**src/rtl/aux_window_decoder.sv**
```systemverilog
module aux_window_decoder (
  input  logic        clk,
  input  logic        rst_n,
  input  logic        alt_boot,
  input  logic [2:0]  sw,
  input  logic [15:0] cpu_addr,
  input  logic [7:0]  cpu_wdata,
  input  logic        cpu_wr,
  input  logic        cpu_rd,
  output logic [7:0]  mode_q,
  output logic [7:0]  prg_base_q,
  output logic [7:0]  chr_base_q,
  output logic [7:0]  ext_mode_q,
  output logic [7:0]  ram_cfg_q,
  output logic        chr_lo_ram,
  output logic        wram_sel,
  output logic        wram_we,
  output logic [14:0] wram_addr,
  output logic        wram_keep,
  output logic        latch_clr
);

  localparam int NREG = 4;
  localparam logic [7:0] PRG_ALT_RST = 8'h20;

  logic [7:0]      aux_q [NREG];
  logic [NREG-1:0] reg_hit;
  logic [15:0]     sel_bit, dec_mask, dec_base;
  logic            cfg_on, win_on, aux_area, ram_area, cfg_hit, fall, acc;
  logic [1:0]      bank;

  assign cfg_on   = ram_cfg_q[5];
  assign win_on   = !cfg_on || ram_cfg_q[6];
  assign bank     = cfg_on ? ram_cfg_q[1:0] : 2'b00;
  assign sel_bit  = 16'h0010 << sw;
  assign dec_mask = 16'h500F | sel_bit;
  assign dec_base = 16'h5000 | sel_bit;
  assign aux_area = cpu_addr[15:12] == 4'h5;
  assign ram_area = cpu_addr[15:13] == 3'b011;
  assign cfg_hit  = cpu_addr[15:13] == 3'b101 && cpu_addr[0];
  assign fall     = aux_area && !win_on;
  assign acc      = cpu_rd || cpu_wr;

  for (genvar k = 0; k < NREG; k++) begin : g_hit
    assign reg_hit[k] = aux_area && win_on &&
                        ((cpu_addr & dec_mask) == (dec_base | 16'(k)));
  end

  always_ff @(posedge clk) begin
    if (!rst_n) begin
      for (int k = 0; k < NREG; k++) aux_q[k] <= 8'h00;
      if (alt_boot) aux_q[1] <= PRG_ALT_RST;
      ram_cfg_q <= 8'h00;
      latch_clr <= 1'b0;
    end else begin
      for (int k = 0; k < NREG; k++)
        if (cpu_wr && reg_hit[k]) aux_q[k] <= cpu_wdata;
      if (cpu_wr && cfg_hit) ram_cfg_q <= cpu_wdata;
      latch_clr <= cpu_wr && reg_hit[2];
    end
  end

  assign mode_q     = aux_q[0];
  assign prg_base_q = aux_q[1];
  assign chr_base_q = aux_q[2];
  assign ext_mode_q = aux_q[3];
  assign chr_lo_ram = cfg_on && ram_cfg_q[2];

  assign wram_sel  = acc && ((ram_area && ram_cfg_q[7]) || fall);
  assign wram_we   = wram_sel && cpu_wr;
  assign wram_addr = fall ? {3'b101, cpu_addr[11:0]} : {bank, cpu_addr[12:0]};
  assign wram_keep = wram_sel && wram_addr[13];

  a_r2_single_hit: assert property (@(posedge clk) disable iff (!rst_n)
    $onehot0(reg_hit));

  a_r3_closed_window: assert property (@(posedge clk) disable iff (!rst_n)
    (cpu_wr && aux_area && ram_cfg_q[5] && !ram_cfg_q[6]) |=>
      ($stable(mode_q) && $stable(prg_base_q) && $stable(chr_base_q) && $stable(ext_mode_q)));

  a_r3_fall_addr: assert property (@(posedge clk) disable iff (!rst_n)
    (acc && aux_area && ram_cfg_q[5] && !ram_cfg_q[6]) |-> (wram_sel && wram_addr[14:12] == 3'b101));

  a_r4_bank_zero: assert property (@(posedge clk) disable iff (!rst_n)
    (wram_sel && ram_area && !ram_cfg_q[5]) |-> wram_addr[14:13] == 2'b00);

  a_r5_ram_gate: assert property (@(posedge clk) disable iff (!rst_n)
    (wram_sel && ram_area) |-> ram_cfg_q[7]);

  a_r6_clr_data: assert property (@(posedge clk) disable iff (!rst_n)
    latch_clr |-> (chr_base_q == $past(cpu_wdata) && $past(cpu_wr)));

  a_r8_chr_ram_cfg: assert property (@(posedge clk) disable iff (!rst_n)
    chr_lo_ram |-> ram_cfg_q[5]);

  a_r10_idle: assert property (@(posedge clk) disable iff (!rst_n)
    !acc |-> !wram_sel && !wram_we);

endmodule

```
**config.mk**
```make
export PLATFORM = sky130hd
export DESIGN_NAME = aux_window_decoder
export DESIGN_NICKNAME = d
export VERILOG_FILES = /design/src/rtl/aux_window_decoder.sv
export SDC_FILE = /design/constraint.sdc
export NUM_CORES = 1
export LEC_CHECK = 0
export BUFFER_PORTS_ARGS = -buffer_cell sky130_fd_sc_hd__buf_2
export CORE_AREA = 2 2 63 77
export CTS_CLUSTER_DIAMETER = 60
export DETAILED_ROUTE_END_ITERATION = 6
export DIE_AREA = 0 0 65 79
export MAX_ROUTING_LAYER = met4
export PLACE_DENSITY = 0.81
export SLEW_MARGIN = 5
export SYNTH_ARGS = -nofsm -noshare
export SYNTH_HDL_FRONTEND = slang
export SYNTH_SLANG_ARGS = --single-unit
```
**constraint.sdc**
```tcl
create_clock -name clk -period 5.4 [get_ports clk]
set_input_delay 1.08 -clock clk [delete_from_list [all_inputs] [get_ports clk]]
set_output_delay 1.08 -clock clk [all_outputs]
set_load 0.005 [all_outputs]
```
* Word-level counts from Yosys, hierarchy flattened *
Memories as Yosys holds them, arrays and structs flattened.
Index checks and enable logic that the tools add are counted.
W data, S select, Z words.

storage, ports and cells
  register bits after elaboration = 9
  bits in writable memories = 32
  input port bits = 32
  output and inout port bits = 60
  memories kept = 1

memory list
  memory  words  width  rd ports  clocked after memory_dff  write ports  RTL line  text
  aux_q   4      8      4         0                         4            26        logic [7:0] aux_q [NREG];

operators by class
  eq/ne operators = 7
  shift operators = 1
  mux-type cells = 23
  bitwise gates (word level) = 6
  reductions and logical operators = 22

operators with widths
  kind                    count
  $eq A16 B16 Y1          4
  $mux W8                 5
  $logic_and A1 B1 Y1     17
  $and A16 B16 Y16        1
  $mux W1                 16
  $shl A5 B3 Y16 const A  1
  $mux W15                1
  $or A1 B1 Y1            5
  $eq A4 B3 Y1 const B    1
  $eq A3 B2 Y1 const B    1
  $eq A3 B3 Y1 const B    1
  $logic_or A1 B1 Y1      3
  $logic_not A1 Y1        2
  $mux W2                 1

* Logic depth before layout (Yosys ltp) *
Gate-level depths: netlist (run 1).

  depth after elaboration = 9
  mapped depth = 6
  depth with buffers taken out = 3

* Worst setup path after synthesis (run 1) *
OpenSTA, ideal clock, no wires.

  path type = input -> register
  from = input sw[0]
  to = memory aux_q[0][0] (enable)
  library setup time = 398 ps
  arrival = 2,975 ps
  data required time = 5,002 ps
  slack = 2,027 ps
  stages = 5
  path through = buf_4 -> mux2i_1 -> mux4_2 -> buf_6 -> o41ai_1

RTL lines
  element      RTL line  text
  from (decl)  5         input logic [2:0] sw,
  to (decl)    26

* Worst setup path in the final report (run 1) *
  from = input cpu_addr[13]
  to = output wram_keep

between the ends
  cells in the longest elaborated chain, start to end = 5

RTL lines
  element                                        RTL line  text
  from (decl)                                    6         input logic [15:0] cpu_addr,
  $eq A4 B3 Y1 or $eq A3 B2 Y1 (tied branches)   38, 39
  $logic_and A1 B1 Y1, on equally long branches  41, 69
  $logic_or A1 B1 Y1                             69        assign wram_sel = acc && ((ram_area && ram_cfg_q[7]) || fall);
  $logic_and A1 B1 Y1                            69
  $logic_and A1 B1 Y1 *                          72        assign wram_keep = wram_sel && wram_addr[13];
  to (decl)                                      19        output logic wram_keep,

Mark *: on every way between the ends. The rest lies on a longest branch, timed or not.

==> results.yml, run 1 <==
global_route:
  grt_max_degree: 38
  grt_pass1_vias: 1568
  grt_pass1_wl_mm: 7.42
  grt.total_usage_pct: 19.5
  overflow: 0
  antenna_found_initial: 0
worst_setup_path:
  startpoint: "cpu_addr[13]"
  cp-endpoint: "wram_keep"
  required_ns: 4.32
  rrSetupSlack_ns: 3.34
  arrival_ns: 2.10
  startpoint_type: "input port"
  r2r_end: "aux_q[1][1]"
  cp_max_fo: 11
  end_kind: "primary output"
  worst-r2r-cell-count: 4
  r2r-start: "ram_cfg_q[5]"
  crit_type: "in2out"
route:
  routedWlPerCell_um: 14.9
  drt_wl_total_mm: 4.74
  ant_nets: 0
  vias: 1726
  drt_iter0_markers: 65
  viasPerCell: 5.43
  drc: 0
  first_pass_iters: 5
cells_and_area:
  drive_gt1_share_pct: 45.0
  final-seq-area_sq_um: 1140
  multiInputGateArea_sq_um: 777
  final_nets: 291
  synthToLayoutAreaGrowth_pct: 22.2
  fillers: 391
  final_cell_area_sq_um: 2600
  utilization_pct: 58.7
  antenna_cells: 0
placed_design:
  dpl_cell_area_sq_um: 2520
  place_ws_ns: 2.23
  place_congestion: 0.847
  dp_hpwl_mm: 3.55
  port_buffers: 91
logic_synthesis:
  avgSynthCellArea_sq_um: 11.5
  ys_seq_area_share_pct: 53.6
  synth_mux_area_share_pct: 2.94
  synth_compound_gate_area_share_pct: 8.12
  synthSimpleGateAreaFrac_pct: 24.6
  synth_area_sq_um: 2130
  synth_top_family_by_area: "simple AND/OR/NAND/NOR gates"
  synth_nets: 217
  synthAdderAreaFrac_pct: 0
  synth_xor_xnor_area_share_pct: 0
  synthFlopType: "edfxtp_1"
  ys_types: 30
  yosys_register_bits: 41
  synthArstFlopShare_pct: 0
  synth-edff-count: 32
  syn_inst: 185
  ys.warnings.count: 0
cts:
  cts_root_buf: "clkbuf_8"
  cts_max_level: 2
  cts.sinks: 41
  cts_setup_buffers: 0
  clkLatencyLatePin_ns: 0.29
  cts_tree: "yes"
  cts_resized: 0
  cts_hold_buf: 0
  clock_path_buffers: 2
  cts_inserted_buffers: 5
  clk_pin_slew_ns: 0.08
timing:
  period_share_pct: 58.8
  clock.fmax_mhz: 315
  setup_viol: 0
  fin_tns_setup_ns: 0
  hold_viol: 0
  tightest_slew_ns: 1.06
  fin_ws_ns: 2.22
  rsz0062_at_grt: "false"
  maxSlewHeadroom_pct: 29.5
  fin_skew_ns: 0.0136
  min_period_ns: 3.18
  drv_slew: 0
min_path:
  worstHoldStart: "ram_cfg_q[4]"
  hold_class: "reg2reg"
job:
  max_cap_viol_count: 0
power_and_ir_drop:
  max-vdd-ir-drop_mv: 0.121
  p_per_area_nw_per_um2: 233
  p_leak_nw: 1.08
  power_uw: 606
run_status:
  outcome: "complete, no violations"
die:
  io-pin-count: 92
  core-area_sq_um: 4430
  fp.dieW_um: 65
  die_area_sq_um: 5140
  start_util_pct: 48.1
  chipHeight_um: 79
  rows: 27
==> kinds of logic after synthesis <==
family	after synthesis
mux	5
buf+inv	39
flops	41
simple gates	76
compound gates	24
==> registers in the layout, indices dropped and copies added (netlist names) <==
name / cells
aux_q: 32
ram_cfg_q: 8
latch_clr: 1
==> where the power goes <==
group	total, mW	switching (mW)	internal [mW]
registers	0.348	0.00222	0.346
logic	0.0770	0.0485	0.0285
clock network	0.181	0.0945	0.0868
total	0.606	0.145	0.461
==> critical path, stage by stage <==
cell and delay [ns]:
buf_2 0.19, and4bb_2 0.28, nand3b_1 0.16, nor4b_1 0.23, buf_2 0.16
==> layout by cell type (no fill, tap or decap), types with 5 or more instances in the layout <==
cell type / synthesis / final
a21boi_0: 9 / 9
buf_2: 1 / 91
clkbuf_8: 0 / 5
dfxtp_1: 9 / 9
edfxtp_1: 32 / 32
inv_1: 11 / 11
nand2_1: 11 / 11
nand2b_1: 10 / 10
nand3_1: 10 / 10
nor4_1: 19 / 19
nor4_2: 12 / 12
o21ai_0: 8 / 8
==> cells in the mapped netlist, types with 2 or more instances <==
cell type	n	share of area, %
edfxtp_1	32	45
nor4_1	19	5.6
buf_4	13	4.6
nor4_2	12	7.1
inv_1	11	1.9
nand2_1	11	1.9
nand2b_1	10	2.9
nand3_1	10	2.4
a21boi_0	9	3.2
dfxtp_1	9	8.5
clkbuf_1	8	1.4
o21ai_0	8	1.9
buf_6	4	2.1
mux2i_1	4	1.9
o41ai_1	4	1.6
and2_1	2	0.59
buf_1	2	0.35
nand3b_1	2	0.71
nand4b_1	2	0.82
nor2_1	2	0.35
nor2b_1	2	0.59
==> area by class of cell <==
type | instances | area share, %
flip-flops and latches | 41 | 43.9
multi-input cells | 105 | 29.9
repair buffers | 95 | 18.7
well taps | 58 | 2.79
clock buffers | 5 | 2.65
inverters | 11 | 1.59
clock inverters | 3 | 0.481
==> through the flow <==
step / instances / hold WS [ns]
floorplan: 185 / 0.474
global placement: 310 / 0.466
detailed placement: 310 / 0.477
CTS: 318 / 0.487
global route: 318 / 0.525
finish: 318 / 0.487
==> metal layers <==
metal,global-route usage (%),up-vias,part of all wire [%]
met5,-,-,0
met4,7.66,0,1.5
met3,2.55,7,6.5
met2,33.0,89,52
met1,23.7,796,40
li1,-,834,-
==> worst min path at each step <==
stage / end / cells past startpoint / slack [ns]
floorplan: ram_cfg_q[3] / 2 / 0.47
global placement: ram_cfg_q[3] / 2 / 0.47
detailed placement: ram_cfg_q[4] / 2 / 0.48
CTS: ram_cfg_q[4] / 2 / 0.49
global route: ram_cfg_q[0] / 2 / 0.52
finish: ram_cfg_q[4] / 2 / 0.49
(Power assumes the default switching activity.)
==> run 2, diff against run 1 <==
--- a/config.mk
+++ b/config.mk
@@ -6,12 +6,12 @@
 export NUM_CORES = 1
 export LEC_CHECK = 0
 export BUFFER_PORTS_ARGS = -buffer_cell sky130_fd_sc_hd__buf_2
-export CORE_AREA = 2 2 63 77
+export CORE_AREA = 2 2 68 83
 export CTS_CLUSTER_DIAMETER = 60
 export DETAILED_ROUTE_END_ITERATION = 6
-export DIE_AREA = 0 0 65 79
+export DIE_AREA = 0 0 70 85
 export MAX_ROUTING_LAYER = met4
-export PLACE_DENSITY = 0.81
+export PLACE_DENSITY = 0.74
 export SLEW_MARGIN = 5
 export SYNTH_ARGS = -nofsm -noshare
 export SYNTH_HDL_FRONTEND = slang
==> constraint.sdc (replaced) <==
create_clock -name clk -period 2.7 [get_ports clk]
set_input_delay 0.54 -clock clk [delete_from_list [all_inputs] [get_ports clk]]
set_output_delay 0.54 -clock clk [all_outputs]
set_load 0.005 [all_outputs]
==> run 2 against run 1 <==
Net effect: highest routed layer unchanged; power rose by 100%; cell count grew 2.5%; combinational power rose by 110%; critical path type is now in2reg; via count decreased by 0.41%.
==> results.yml, run 2 (same netlist as run 1, synthesis figures left out) <==
timing:
  maxSlewHeadroom_pct: 63.3
  timing.hold.ws_ns: 0.486
  drv_slew: 0
  fin_ws_ns: 0.552
  fin_skew_ns: 0.0115
  fin_tns_setup_ns: 0
  rsz0062_at_grt: "false"
  setup_viol: 0
  hold_viol: 0
  clock.fmax_mhz: 466
  tightest_slew_ns: 0.551
  min_period_ns: 2.15
  period_share_pct: 79.6
route:
  ant_nets: 0
  routedWlPerCell_um: 14.7
  drc: 0
  drt_wl_total_mm: 4.80
  first_pass_iters: 4
  viasPerCell: 5.27
  vias: 1719
  drt_iter0_markers: 68
global_route:
  grt_pass1_wl_mm: 7.69
  antenna_found_initial: 0
  grt_pass1_vias: 1579
  grt.total_usage_pct: 17.0
  grt_max_degree: 20
  overflow: 0
power_and_ir_drop:
  p_per_area_nw_per_um2: 466
  max-vdd-ir-drop_mv: 0.206
  p_leak_nw: 1.10
cells_and_area:
  synthToLayoutAreaGrowth_pct: 23.9
  mostFrequentLayoutCell: "buf_2"
  mostFrequentLayoutCells: "91 x buf_2, 32 x edfxtp_1, 19 x nor4_1"
  fillers: 471
  multiInputGateArea_sq_um: 777
  final_nets: 295
  final-seq-area_sq_um: 1140
  largest_register_ffs: 32
  largest_register: "aux_q"
  antenna_cells: 0
  drive_gt1_share_pct: 46.2
  final_cell_area_sq_um: 2640
  reg_top3: "aux_q (32), ram_cfg_q (8), latch_clr (1)"
worst_setup_path:
  end_kind: "register"
  slowest_stage: "mux4_2"
  startpoint: "sw[0]"
  startpoint_type: "input port"
  crit_chain: "buf_2 -> mux2i_1 -> mux4_2 -> o41ai_1 -> buf_4"
  max_stage_delay_ns: 0.67
  arrival_ns: 2.15
  required_ns: 2.70
  r2r-start: "ram_cfg_q[5]"
  cp_max_fo: 19
  crit_type: "in2reg"
min_path:
  worstHoldStart: "ram_cfg_q[3]"
  hold_class: "reg2reg"
die:
  rows: 29
  fp.dieW_um: 70
  start_util_pct: 41.3
  io-pin-count: 92
  chipHeight_um: 85
  core-area_sq_um: 5150
  die_area_sq_um: 5950
placed_design:
  dpl_cell_area_sq_um: 2550
  place_congestion: 0.889
  place_ws_ns: 0.267
  dp_hpwl_mm: 3.71
  port_buffers: 91
cts:
  cts_setup_buffers: 0
  cts_hold_buf: 0
  clk_pin_slew_ns: 0.08
  clock_path_buffers: 2
  cts_inserted_buffers: 5
  cts_tree: "yes"
  cts_max_level: 2
  clkLatencyLatePin_ns: 0.29
  cts_resized: 0
  cts.sinks: 41
  cts_root_buf: "clkbuf_8"
run_status:
  outcome: "complete, no violations"
job:
  max_cap_viol_count: 0
-- run 2: cell types whose count changed in the layout (fill, tap and decap cells not counted) --
cell	before	now
buf_4	4	8
clkbuf_1	0	1
clkinv_1	2	0
clkinv_2	1	2
-- run 2: layer usage --
metal  part of all wire, %  vias up  routed length (um)  global-route usage, %
met1                    40      782                1920                   19.5
li1                      -      839                   -                      -
met3                   7.8       11                 375                   4.39
met2                    50       87                2390                   28.3
met5                     0        -                   0                      -
met4                   2.3        0                 110                   7.34
-- run 2: through the flow --
stage / power (mW) / util (%) / instances
6_report: 1.23 / 51.1 / 326
5_1_grt: 1.27 / 51.1 / 326
4_1_cts: 1.23 / 51.1 / 326
3_5_place_dp: 0.870 / 49.5 / 318
3_3_place_gp: 0.867 / 49.5 / 318
2_1_floorplan: 0.816 / - / 185
-- run 2: path summary, 6_finish.rpt --
path	end	slack [ns]	cells after the start
setup / recovery	aux_q[2][4]	0.55	5
hold / removal	ram_cfg_q[3]	0.49	2
setup reg to reg	aux_q[3][4]	0.94	4
hold reg to reg	ram_cfg_q[3]	0.49	2
-- run 2: where the power goes --
part / switching [mW] / internal (mW) / total [mW] / leakage (nW)
Clock: 0.191 / 0.179 / 0.370 / 0.0450
Combinational: 0.0987 / 0.0622 / 0.161 / 0.640
Sequential: 0.00461 / 0.692 / 0.696 / 0.415
-- run 2: final cells by class --
class	instances	area share [%]
Multi-Input combinational cell	105	29.5
Tap cell	62	2.94
Timing Repair Buffer	99	19.6
Clock inverter	2	0.380
Sequential cell	41	43.3
Clock buffer	6	2.75
Inverter	11	1.57
-- run 2: critical path, delay by kind of cell --
family	cells	cell delay, ns
multiplexers	2	0.79
AO/OA/AOI/OAI	1	0.45
buffers and inverters	2	0.37
==> run 3, diff against run 2 <==
--- a/config.mk
+++ b/config.mk
@@ -6,12 +6,12 @@
 export NUM_CORES = 1
 export LEC_CHECK = 0
 export BUFFER_PORTS_ARGS = -buffer_cell sky130_fd_sc_hd__buf_2
-export CORE_AREA = 2 2 68 83
+export CORE_AREA = 2 2 65 79
 export CTS_CLUSTER_DIAMETER = 60
 export DETAILED_ROUTE_END_ITERATION = 6
-export DIE_AREA = 0 0 70 85
+export DIE_AREA = 0 0 67 81
 export MAX_ROUTING_LAYER = met4
-export PLACE_DENSITY = 0.74
+export PLACE_DENSITY = 0.77
 export SLEW_MARGIN = 5
 export SYNTH_ARGS = -nofsm -noshare
 export SYNTH_HDL_FRONTEND = slang
==> constraint.sdc (replaced) <==
create_clock -name clk -period 2.2 [get_ports clk]
set_input_delay 0.44 -clock clk [delete_from_list [all_inputs] [get_ports clk]]
set_output_delay 0.44 -clock clk [all_outputs]
set_load 0.005 [all_outputs]
==> run 3 against run 2 <==
Net effect: worst setup slack got worse by 0.28 ns; register-to-register slack got worse by 0.41 ns; first-iteration DRC count increased by 16%; sequential share of layout area decreased by 2.2 points; global-route usage increased by 1.6 points; power increased by 34%; routed wire length decreased by 1.0%; cell area increased by 5.4%; via count increased by 3.0%; critical path type unchanged; largest power group unchanged.
==> results.yml, run 3 (same netlist as run 1, synthesis figures left out) <==
die:
  start_util_pct: 44.6
  fp.dieW_um: 67
  io-pin-count: 92
  die_area_sq_um: 5430
  rows: 28
  chipHeight_um: 81
  core-area_sq_um: 4760
worst_setup_path:
  arrival_ns: 1.94
  path_buf_inv: 2
  required_ns: 2.20
  max_stage_delay_ns: 0.64
  slowest_stage: "mux4_2"
  worst-r2r-cell-count: 4
  cp_top_family: "multiplexers"
  r2r_end: "aux_q[0][3]"
  rrSetupSlack_ns: 0.53
  cp_max_fo: 9
  end_kind: "register"
  startpoint_type: "input port"
  crit_chain: "buf_2 -> mux2i_1 -> mux4_2 -> o41ai_4 -> buf_4"
  crit_type: "in2reg"
  r2r-start: "ram_cfg_q[5]"
cts:
  clk_pin_slew_ns: 0.08
  cts_setup_buffers: 0
  cts_inserted_buffers: 5
  cts_hold_buf: 0
  clkLatencyLatePin_ns: 0.30
  cts_tree: "yes"
  clock_path_buffers: 2
  cts_max_level: 2
  cts.sinks: 41
  cts_root_buf: "clkbuf_8"
  cts_resized: 0
global_route:
  grt.total_usage_pct: 18.7
  overflow: 0
  antenna_found_initial: 0
  grt_pass1_wl_mm: 7.26
  grt_max_degree: 17
  grt_pass1_vias: 1524
cells_and_area:
  antenna_cells: 0
  final_nets: 301
  final_cell_area_sq_um: 2780
  utilization_pct: 58.3
  largest_register_ffs: 32
  mostFrequentLayoutCell: "buf_2"
  largest_register: "aux_q"
  synthToLayoutAreaGrowth_pct: 30.5
  reg_top3: "aux_q (32), ram_cfg_q (8), latch_clr (1)"
  mostFrequentLayoutCells: "91 x buf_2, 32 x edfxtp_1, 19 x nor4_1"
  drive_gt1_share_pct: 48.5
route:
  drt_wl_total_mm: 4.75
  vias: 1771
  routedWlPerCell_um: 14.4
  first_pass_iters: 4
  viasPerCell: 5.37
  drt_iter0_markers: 79
  drc: 0
  ant_nets: 0
run_status:
  outcome: "complete, no violations"
min_path:
  worstHoldStart: "cpu_wdata[5]"
  hold_path_end: "ram_cfg_q[5]"
  hold_class: "in2reg"
  min_path_cells: 3
timing:
  period_share_pct: 87.8
  maxSlewHeadroom_pct: 66.0
  hold_viol: 0
  drv_slew: 0
  rsz0062_at_grt: "false"
  fin_skew_ns: 0.0161
  tightest_slew_ns: 0.510
  min_period_ns: 1.93
  clock.fmax_mhz: 518
  timing.hold.ws_ns: 0.441
  setup_viol: 0
power_and_ir_drop:
  p_per_area_nw_per_um2: 594
  power_mw: 1.65
  max-vdd-ir-drop_mv: 0.289
  p_leak_nw: 1.18
placed_design:
  place_congestion: 0.886
  dp_hpwl_mm: 3.68
  dpl_cell_area_sq_um: 2670
  port_buffers: 91
job:
  max_cap_viol_count: 0
run 3: cell count changes in the layout (fill, tap and decap cells not counted), sizes merged:
cell	delta
buf	+6
clkinv	-1
bufinv	+1
run 3: worst register-to-register path, delay by kind of cell (launching register included):
kind | cells | cell delay, ns
DFF | 1 | 0.45
buffers and inverters | 2 | 0.44
AOI/OAI and AO/OA | 1 | 0.41
and+or+nand+nor | 1 | 0.10
run 3: worst max-delay path by stage:
stage / from / endpoint / cells after the start
after floorplan: sw[0] / aux_q[1][0] / 5
after global placement: sw[0] / aux_q[1][3] / 5
after detailed placement: sw[0] / aux_q[1][3] / 5
after CTS: sw[0] / aux_q[1][3] / 5
after global routing: sw[0] / aux_q[1][1] / 5
final: sw[0] / aux_q[1][1] / 5
run 3: layout make-up:
class | count | area [sq um]
flip-flops and latches | 41 | 1140
well taps | 60 | 75.1
inverters | 11 | 41.3
multi-input cells | 105 | 852
repair buffers | 105 | 561
clock inverters | 2 | 33.8
clock buffers | 6 | 72.6
fillers | 410 | 1990
run 3: stage by stage:
step	worst slack (ns)	setup TNS, ns	std cells
2_1_floorplan	-0.00975	-0.0780	185
3_3_place_gp	-0.0301	-0.240	322
3_5_place_dp	-0.0524	-0.662	322
4_1_cts	0.254	0	330
5_1_grt	0.181	0	330
6_report	0.268	0	330
run 3: per-layer routing:
| layer | part of all wire [%] | routed length, um | track usage [%] |
|---|---|---|---|
| met3 | 7.1 | 336 | 2.91 |
| met5 | 0 | 0 | - |
| met4 | 2.3 | 109 | 9.39 |
| met2 | 50 | 2370 | 30.1 |
| met1 | 41 | 1930 | 22.6 |
run 3: where the power goes:
group | internal [mW] | switching, mW
registers | 0.849 | 0.00525
logic | 0.0907 | 0.132
clock network | 0.335 | 0.237
total | 1.27 | 0.374
